==> src/rtl/shram_guard_pkg.sv <==
package shram_guard_pkg;

  // Access kinds carried on reqType
  typedef enum logic [1:0] {
    ACC_FETCH = 2'd0,
    ACC_READ  = 2'd1,
    ACC_WRITE = 2'd2,
    ACC_RSVD  = 2'd3
  } acc_e;

  // Bit positions inside a block's three-bit protection slice
  localparam int PROT_CPU_WR    = 0;
  localparam int PROT_CPU_FETCH = 1;
  localparam int PROT_DMA_WR    = 2;
  localparam int PROT_BITS      = 3;

  // Configuration register addresses
  localparam logic REG_SEL  = 1'b0;
  localparam logic REG_PROT = 1'b1;

  // Requester encodings
  localparam logic SIDE_A     = 1'b0;
  localparam logic MASTER_CPU = 1'b0;
  localparam logic MASTER_DMA = 1'b1;

  // Strobes from control to datapath
  typedef struct packed {
    logic selWe;
    logic lockSet;
    logic protAWe;
    logic protBWe;
    logic vioCapture;
    logic vioClear;
  } guard_strobe_t;

endpackage

==> src/rtl/shram_guard_perm.sv <==
module shram_guard_perm
  import shram_guard_pkg::*;
#(
  parameter int NUM_BLOCKS = 6,
  parameter int IDX_W      = 3,
  parameter int CFG_W      = 3 * NUM_BLOCKS
) (
  input  logic [NUM_BLOCKS-1:0] ownerSel,
  input  logic [CFG_W-1:0]      protA,
  input  logic [CFG_W-1:0]      protB,
  input  logic                  reqValid,
  input  logic                  reqSide,
  input  logic                  reqMaster,
  input  logic [1:0]            reqType,
  input  logic [IDX_W-1:0]      reqBlock,
  output logic                  accessOk,
  output logic                  deny
);

  localparam int SLOTS = 1 << IDX_W;

  logic [SLOTS-1:0] slotOk;
  acc_e             kind;

  assign kind = acc_e'(reqType);

  // One decision per addressable slot; slots past the last block refuse.
  for (genvar b = 0; b < SLOTS; b++) begin : g_slot
    if (b < NUM_BLOCKS) begin : g_real
      logic                 owner;
      logic                 isOwner;
      logic [PROT_BITS-1:0] pr;

      assign owner   = ownerSel[b];
      assign isOwner = (reqSide == owner);
      assign pr      = owner ? protB[b*PROT_BITS +: PROT_BITS]
                             : protA[b*PROT_BITS +: PROT_BITS];

      always_comb begin
        slotOk[b] = 1'b0;
        if (!isOwner) begin
          slotOk[b] = (kind == ACC_READ);
        end else if (reqMaster == MASTER_CPU) begin
          unique case (kind)
            ACC_FETCH: slotOk[b] = !pr[PROT_CPU_FETCH];
            ACC_READ:  slotOk[b] = 1'b1;
            ACC_WRITE: slotOk[b] = !pr[PROT_CPU_WR];
            default:   slotOk[b] = 1'b0;
          endcase
        end else begin
          unique case (kind)
            ACC_READ:  slotOk[b] = 1'b1;
            ACC_WRITE: slotOk[b] = !pr[PROT_DMA_WR];
            default:   slotOk[b] = 1'b0;
          endcase
        end
      end
    end else begin : g_pad
      assign slotOk[b] = 1'b0;
    end
  end

  assign accessOk = reqValid && slotOk[reqBlock];
  assign deny     = reqValid && !slotOk[reqBlock];

endmodule

==> src/rtl/shram_guard_ctrl.sv <==
module shram_guard_ctrl
  import shram_guard_pkg::*;
(
  input  logic          aCfgWe,
  input  logic          aCfgAddr,
  input  logic          aLockBit,
  input  logic          bCfgWe,
  input  logic          bCfgAddr,
  input  logic          lockState,
  input  logic          deny,
  input  logic          vioHeld,
  input  logic          vioClear,
  output guard_strobe_t strobe
);

  always_comb begin
    strobe = '0;
    // Select writes only from port A, and only while unlocked; the lock
    // is sampled before this write, so a locking write still lands.
    strobe.selWe   = aCfgWe && (aCfgAddr == REG_SEL) && !lockState;
    strobe.lockSet = aCfgWe && (aCfgAddr == REG_SEL) && aLockBit && !lockState;
    strobe.protAWe = aCfgWe && (aCfgAddr == REG_PROT);
    strobe.protBWe = bCfgWe && (bCfgAddr == REG_PROT);
    // Keep the first refusal; a clear frees the log in the same cycle.
    strobe.vioCapture = deny && (!vioHeld || vioClear);
    strobe.vioClear   = vioClear;
  end

endmodule

==> src/rtl/shram_guard_dp.sv <==
module shram_guard_dp
  import shram_guard_pkg::*;
#(
  parameter int NUM_BLOCKS = 6,
  parameter int IDX_W      = 3,
  parameter int CFG_W      = 3 * NUM_BLOCKS
) (
  input  logic                  clk,
  input  logic                  rstN,
  input  logic                  sharedRstN,
  input  guard_strobe_t         strobe,
  input  logic [CFG_W-1:0]      aCfgData,
  input  logic [CFG_W-1:0]      bCfgData,
  input  logic                  reqSide,
  input  logic                  reqMaster,
  input  logic [1:0]            reqType,
  input  logic [IDX_W-1:0]      reqBlock,
  output logic [NUM_BLOCKS-1:0] ownerSel,
  output logic                  lockState,
  output logic [CFG_W-1:0]      protA,
  output logic [CFG_W-1:0]      protB,
  output logic                  vioHeld,
  output logic [IDX_W-1:0]      vioBlock,
  output logic [1:0]            vioType,
  output logic                  vioSide,
  output logic                  vioMaster
);

  // Ownership and lock: only the shared-resource reset clears them
  always_ff @(posedge clk or negedge sharedRstN) begin
    if (!sharedRstN) begin
      ownerSel  <= '0;
      lockState <= 1'b0;
    end else begin
      if (strobe.selWe)   ownerSel  <= aCfgData[NUM_BLOCKS-1:0];
      if (strobe.lockSet) lockState <= 1'b1;
    end
  end

  // Per-subsystem protection enables
  always_ff @(posedge clk or negedge sharedRstN) begin
    if (!sharedRstN) begin
      protA <= '0;
      protB <= '0;
    end else begin
      if (strobe.protAWe) protA <= aCfgData;
      if (strobe.protBWe) protB <= bCfgData;
    end
  end

  // Violation log
  always_ff @(posedge clk or negedge rstN) begin
    if (!rstN) begin
      vioHeld   <= 1'b0;
      vioBlock  <= '0;
      vioType   <= '0;
      vioSide   <= 1'b0;
      vioMaster <= 1'b0;
    end else if (strobe.vioCapture) begin
      vioHeld   <= 1'b1;
      vioBlock  <= reqBlock;
      vioType   <= reqType;
      vioSide   <= reqSide;
      vioMaster <= reqMaster;
    end else if (strobe.vioClear) begin
      vioHeld   <= 1'b0;
    end
  end

endmodule

==> src/rtl/shram_guard.sv <==
module shram_guard
  import shram_guard_pkg::*;
#(
  parameter  int NUM_BLOCKS = 6,
  localparam int IDX_W      = (NUM_BLOCKS > 1) ? $clog2(NUM_BLOCKS) : 1,
  localparam int CFG_W      = 3 * NUM_BLOCKS
) (
  input  logic                  clk,
  input  logic                  rstN,
  input  logic                  sharedRstN,
  input  logic                  aCfgWe,
  input  logic                  aCfgAddr,
  input  logic [CFG_W-1:0]      aCfgData,
  input  logic                  bCfgWe,
  input  logic                  bCfgAddr,
  input  logic [CFG_W-1:0]      bCfgData,
  input  logic                  reqValid,
  input  logic                  reqSide,
  input  logic                  reqMaster,
  input  logic [1:0]            reqType,
  input  logic [IDX_W-1:0]      reqBlock,
  input  logic                  vioClear,
  output logic                  accessOk,
  output logic                  violation,
  output logic [NUM_BLOCKS-1:0] ownerSelA,
  output logic                  lockRd,
  output logic [NUM_BLOCKS-1:0] ownerStatusB,
  output logic [CFG_W-1:0]      protARd,
  output logic [CFG_W-1:0]      protBRd,
  output logic                  vioHeld,
  output logic [IDX_W-1:0]      vioBlock,
  output logic [1:0]            vioType,
  output logic                  vioSide,
  output logic                  vioMaster
);

  guard_strobe_t         strobe;
  logic [NUM_BLOCKS-1:0] ownerSel;
  logic                  lockState;
  logic [CFG_W-1:0]      protA;
  logic [CFG_W-1:0]      protB;
  logic                  deny;

  shram_guard_perm #(
    .NUM_BLOCKS(NUM_BLOCKS), .IDX_W(IDX_W), .CFG_W(CFG_W)
  ) u_perm (
    .ownerSel (ownerSel),
    .protA    (protA),
    .protB    (protB),
    .reqValid (reqValid),
    .reqSide  (reqSide),
    .reqMaster(reqMaster),
    .reqType  (reqType),
    .reqBlock (reqBlock),
    .accessOk (accessOk),
    .deny     (deny)
  );

  shram_guard_ctrl u_ctrl (
    .aCfgWe   (aCfgWe),
    .aCfgAddr (aCfgAddr),
    .aLockBit (aCfgData[NUM_BLOCKS]),
    .bCfgWe   (bCfgWe),
    .bCfgAddr (bCfgAddr),
    .lockState(lockState),
    .deny     (deny),
    .vioHeld  (vioHeld),
    .vioClear (vioClear),
    .strobe   (strobe)
  );

  shram_guard_dp #(
    .NUM_BLOCKS(NUM_BLOCKS), .IDX_W(IDX_W), .CFG_W(CFG_W)
  ) u_dp (
    .clk       (clk),
    .rstN      (rstN),
    .sharedRstN(sharedRstN),
    .strobe    (strobe),
    .aCfgData  (aCfgData),
    .bCfgData  (bCfgData),
    .reqSide   (reqSide),
    .reqMaster (reqMaster),
    .reqType   (reqType),
    .reqBlock  (reqBlock),
    .ownerSel  (ownerSel),
    .lockState (lockState),
    .protA     (protA),
    .protB     (protB),
    .vioHeld   (vioHeld),
    .vioBlock  (vioBlock),
    .vioType   (vioType),
    .vioSide   (vioSide),
    .vioMaster (vioMaster)
  );

  assign violation    = deny;
  assign ownerSelA    = ownerSel;
  assign ownerStatusB = ownerSel;
  assign lockRd       = lockState;
  assign protARd      = protA;
  assign protBRd      = protB;

endmodule

==> config.mk <==
export PLATFORM = sky130hd
export DESIGN_NAME = shram_guard
export DESIGN_NICKNAME = d
export VERILOG_FILES = /design/src/rtl/shram_guard_pkg.sv /design/src/rtl/shram_guard_perm.sv /design/src/rtl/shram_guard_ctrl.sv /design/src/rtl/shram_guard_dp.sv /design/src/rtl/shram_guard.sv
export SDC_FILE = /design/constraint.sdc
export NUM_CORES = 1
export LEC_CHECK = 0
export ABC_AREA = 1
export CORE_MARGIN = 5
export CORE_UTILIZATION = 44
export CTS_BUF_LIST = sky130_fd_sc_hd__clkbuf_8
export CTS_CLUSTER_DIAMETER = 60
export DETAILED_ROUTE_END_ITERATION = 6
export PLACE_DENSITY = 0.88
export REMOVE_ABC_BUFFERS = 1
export SETUP_SLACK_MARGIN = 0.05
export SLEW_MARGIN = 30
export SYNTH_ARGS = -nofsm -noshare
export SYNTH_HDL_FRONTEND = slang
export SYNTH_SLANG_ARGS = --single-unit
==> constraint.sdc <==
create_clock -name clk -period 1.85 [get_ports clk]
set_input_delay 0.185 -clock clk [delete_from_list [all_inputs] [get_ports clk]]
set_output_delay 0.185 -clock clk [all_outputs]
set_load 0.02 [all_outputs]
==> metrics.md <==
| Metric | Value |
|---|---|
| Req. time, crit path | 1.66 ns |
| Minimum clock period | 2.05 ns |
| Post-synthesis sequential area ratio | 48.2% |
| Post-DP Area | 4190 sq um |
| CP max stage delay | 0.48 ns |
| Synth-to-Final Area Change | 71.8% |
| Crit-path slowest cell | dfrtp_2 |
| Worst-Skew Late Latency | 0.32 ns |
| Pleak | 2.20 nW |
| Initial Util | 44.9% |
| MaxCap Viol Count | 0 |
| Synth area leaders | dfrtp_1 48%, nand2_1 15%, mux2_2 12% |
| Worst hold path class | primary input to asynchronous set/reset pin |
| Vias in the first global route | 2969 |
| GPL Wtd Cong | 0.823 |
| Design area | 4540 sq um |
| Hpwl dp | 5.98 mm |
| Core box area | 5890 sq um |
| Inserted Clock Buffers | 5 |
| Peak supply drop | 0.636 mV |
| Most frequent cells in the layout | 99 x clkdlybuf4s50_1, 92 x nand2_1, 64 x buf_4, 45 x dfrtp_1, 29 x mux2_2 |
| PwrDens | 725 nW/um^2 |
| Kind of critical path | flip-flop to output pin |
| Cell taking the most area after synthesis | dfrtp_1 |
| Yosys reg bits | 51 |
| CP startpoint kind | flip-flop |
| RSZ-0062 raised after global routing | yes |
| Combinational power share | 38.6% |
| Die width | 87.5 um |
| Critical path arrival | 1.87 ns |
| Clk sinks | 51 |
| Final hold vios | 0 |
| H-tree levels | 2 |
| Most common cell after layout, fill and taps aside | clkdlybuf4s50_1 |
| Syn Inst Count | 301 |
| Routed wire per std cell | 15.5 um |
| Initial antenna violation count | 0 |
| Cell mode on critical path | nand2_1 |
| Switch share | 32.8% |
| Final worst slack | -0.201 ns |
| TritonRoute pass-1 iters | 4 |
| Overflow after GRT | 0 |
| Post-route DRC | 0 |
| First DRT Iteration DRCs | 132 |
| Slew Viols, Final | 0 |
| Layout cell share with drive strength beyond 1 | 33.9% |
| Num rows | 28 |
| Netlist cell types | 21 |
| Total track usage | 22.9% |
| Final worst-path cycle share | 111% |
| Synth Cell Area | 2650 sq um |
| CP max FO | 6 |
| CTS Buffer Depth | 2 |
| DIE AREA | 7660 sq um |
| Int Power | 2.21 mW |
| Synth top area share | 48.2% |
| Die H | 87.5 um |
| Crit path cell chain | inv_2, nand2_1, nand3_1, nand2_1, a21oi_2, nand2_1, nand2_1, nand3_2, nand2_2, nand2_4, a21oi_2, buf_4 |
| Sw Pwr | 1.08 mW |
| Root buffer cell | clkbuf_8 |
| First-pass GRT wire length | 13.6 mm |
| Clock power share | 20.1% |
| IO Count | 111 |
| Skew final | 0.00722 ns |
| Worst r2r path cells | 14 |
| # setup viols final | 9 |
| CP endpoint kind | output pin |
| Synthesis Warnings | 0 |
| Nets | 530 |
| Total Wirelength | 8.53 mm |
| Vias per std cell | 5.02 |
| Syn Area/Cell | 8.79 sq um |
| Failing checks | setup timing |
| CTS tree | yes |
| IO Port Bufs | 110 |
| Max Fclk | 487 MHz |
| Run status | complete, but fails checks |
| Final ANT Viol Nets | 0 |
| Sequential share of power | 41.2% |
| Relative slew margins | 65.9% |
| Ant diodes | 0 |
| Largest net degree at the start of global routing | 21 |
| Final core occ | 77.2% |
| Post-place setup slack | -0.984 ns |
| Clock transition at path regs | 0.09 ns |
| Filler Cells Inserted | 394 |
| Via count | 2761 |
| Worst-margin pin slew | 0.510 ns |
[kinds of logic after synthesis]
family | after synthesis | share of synthesized area (%)
simple gates | 149 | 24.2
flops | 51 | 48.2
buf+inv | 41 | 7.33
mux | 29 | 12.3
compound gates | 21 | 3.97
xor+xnor | 6 | 1.99
fa+ha+maj | 4 | 1.89
[state kept, by name, summed over array words and instances, names as in the netlist]
| register | count |
|---|---|
| u_dp.vioBlock | 3 |
| u_dp.lockState | 1 |
| u_dp.protB | 18 |
| u_dp.vioMaster | 1 |
| u_dp.vioSide | 1 |
| u_dp.protA | 18 |
| u_dp.vioHeld | 1 |
| u_dp.vioType | 2 |
| u_dp.ownerSel | 6 |
[cells in the mapped netlist]
library cell,count
nand2_2,1
xor2_1,6
nand3_2,1
buf_2,2
nand4_1,7
nand4_2,1
nand3_1,28
buf_4,8
nand2_4,1
clkbuf_1,3
nand2_1,106
mux2_2,29
buf_6,1
ha_1,4
inv_1,26
o21ai_0,14
inv_2,1
dfrtp_1,51
a21oi_1,7
nor2_1,3
nand3b_1,1
[per-layer routing]
layer | wire (um) | global-route usage (%) | vias up | share of wire, %
li1 | - | - | 1314 | -
met1 | 3170 | 26.8 | 1303 | 37
met2 | 4470 | 39.9 | 124 | 52
met3 | 690 | 6.30 | 20 | 8.1
met4 | 187 | 9.07 | 0 | 2.2
met5 | 0 | 0 | - | 0
[metrics by stage]
step	hold slack (ns)	power, mW	std cells	setup TNS (ns)
final	0.141	3.29	550	-0.539
after CTS	0.150	3.27	549	-0.304
after global routing	0.171	3.46	550	-1.75
after global placement	0.119	2.55	531	-5.18
after detailed placement	0.123	2.58	531	-5.87
after floorplan	-0.111	1.84	287	-0.0875
[layout make-up]
type	count	area (sq um)	area share, %
multi-input combinational	209	1340	29.5
tap	75	93.8	2.06
timing repair inverter	2	15.0	0.330
clock inverter	3	20.0	0.441
sequential	51	1280	28.2
inverter	27	104	2.29
timing repair buffer	178	1620	35.7
clock buffer	5	68.8	1.51
[worst max-delay path: cells and delay by family, from the launching register on]
family	cells	cell delay, ns
buf+inv	2	0.25
compound gates	2	0.24
simple gates	8	0.59
flops	1	0.48
[power by group through the flow]
stage / sequential [mW] / combinational (mW) / clock (mW)
2_1_floorplan: 1.56 / 0.278 / 0
3_3_place_gp: 1.37 / 1.18 / 0
3_5_place_dp: 1.37 / 1.20 / 0
4_1_cts: 1.35 / 1.25 / 0.667
5_1_grt: 1.38 / 1.37 / 0.713
6_report: 1.36 / 1.27 / 0.664
[path summary, 6_finish.rpt]
check                      slack [ns]             start                to
min in group clk                 0.18        reqType[1]   u_dp.vioType[1]
hold / removal                   0.14              rstN    u_dp.vioMaster
max in group asynchronous        0.97        sharedRstN    u_dp.protB[10]
setup / recovery                -0.20  u_dp.ownerSel[1]         violation
hold reg to reg                  0.50  u_dp.vioBlock[0]  u_dp.vioBlock[0]
setup reg to reg                -0.03  u_dp.ownerSel[4]  u_dp.vioBlock[2]
[repair_timing]
action / in CTS / in global routing
endpoints found under the setup margin: 11 / 13
endpoints found under the hold margin: 15 / 0
pin swaps: 10 / 11
hold buffers: 1 / 0
resized for setup: 54 / 26
setup buffers: 7 / 1
gates cloned: 2 / 0
Note: power is estimated with default switching activity, not from simulation.
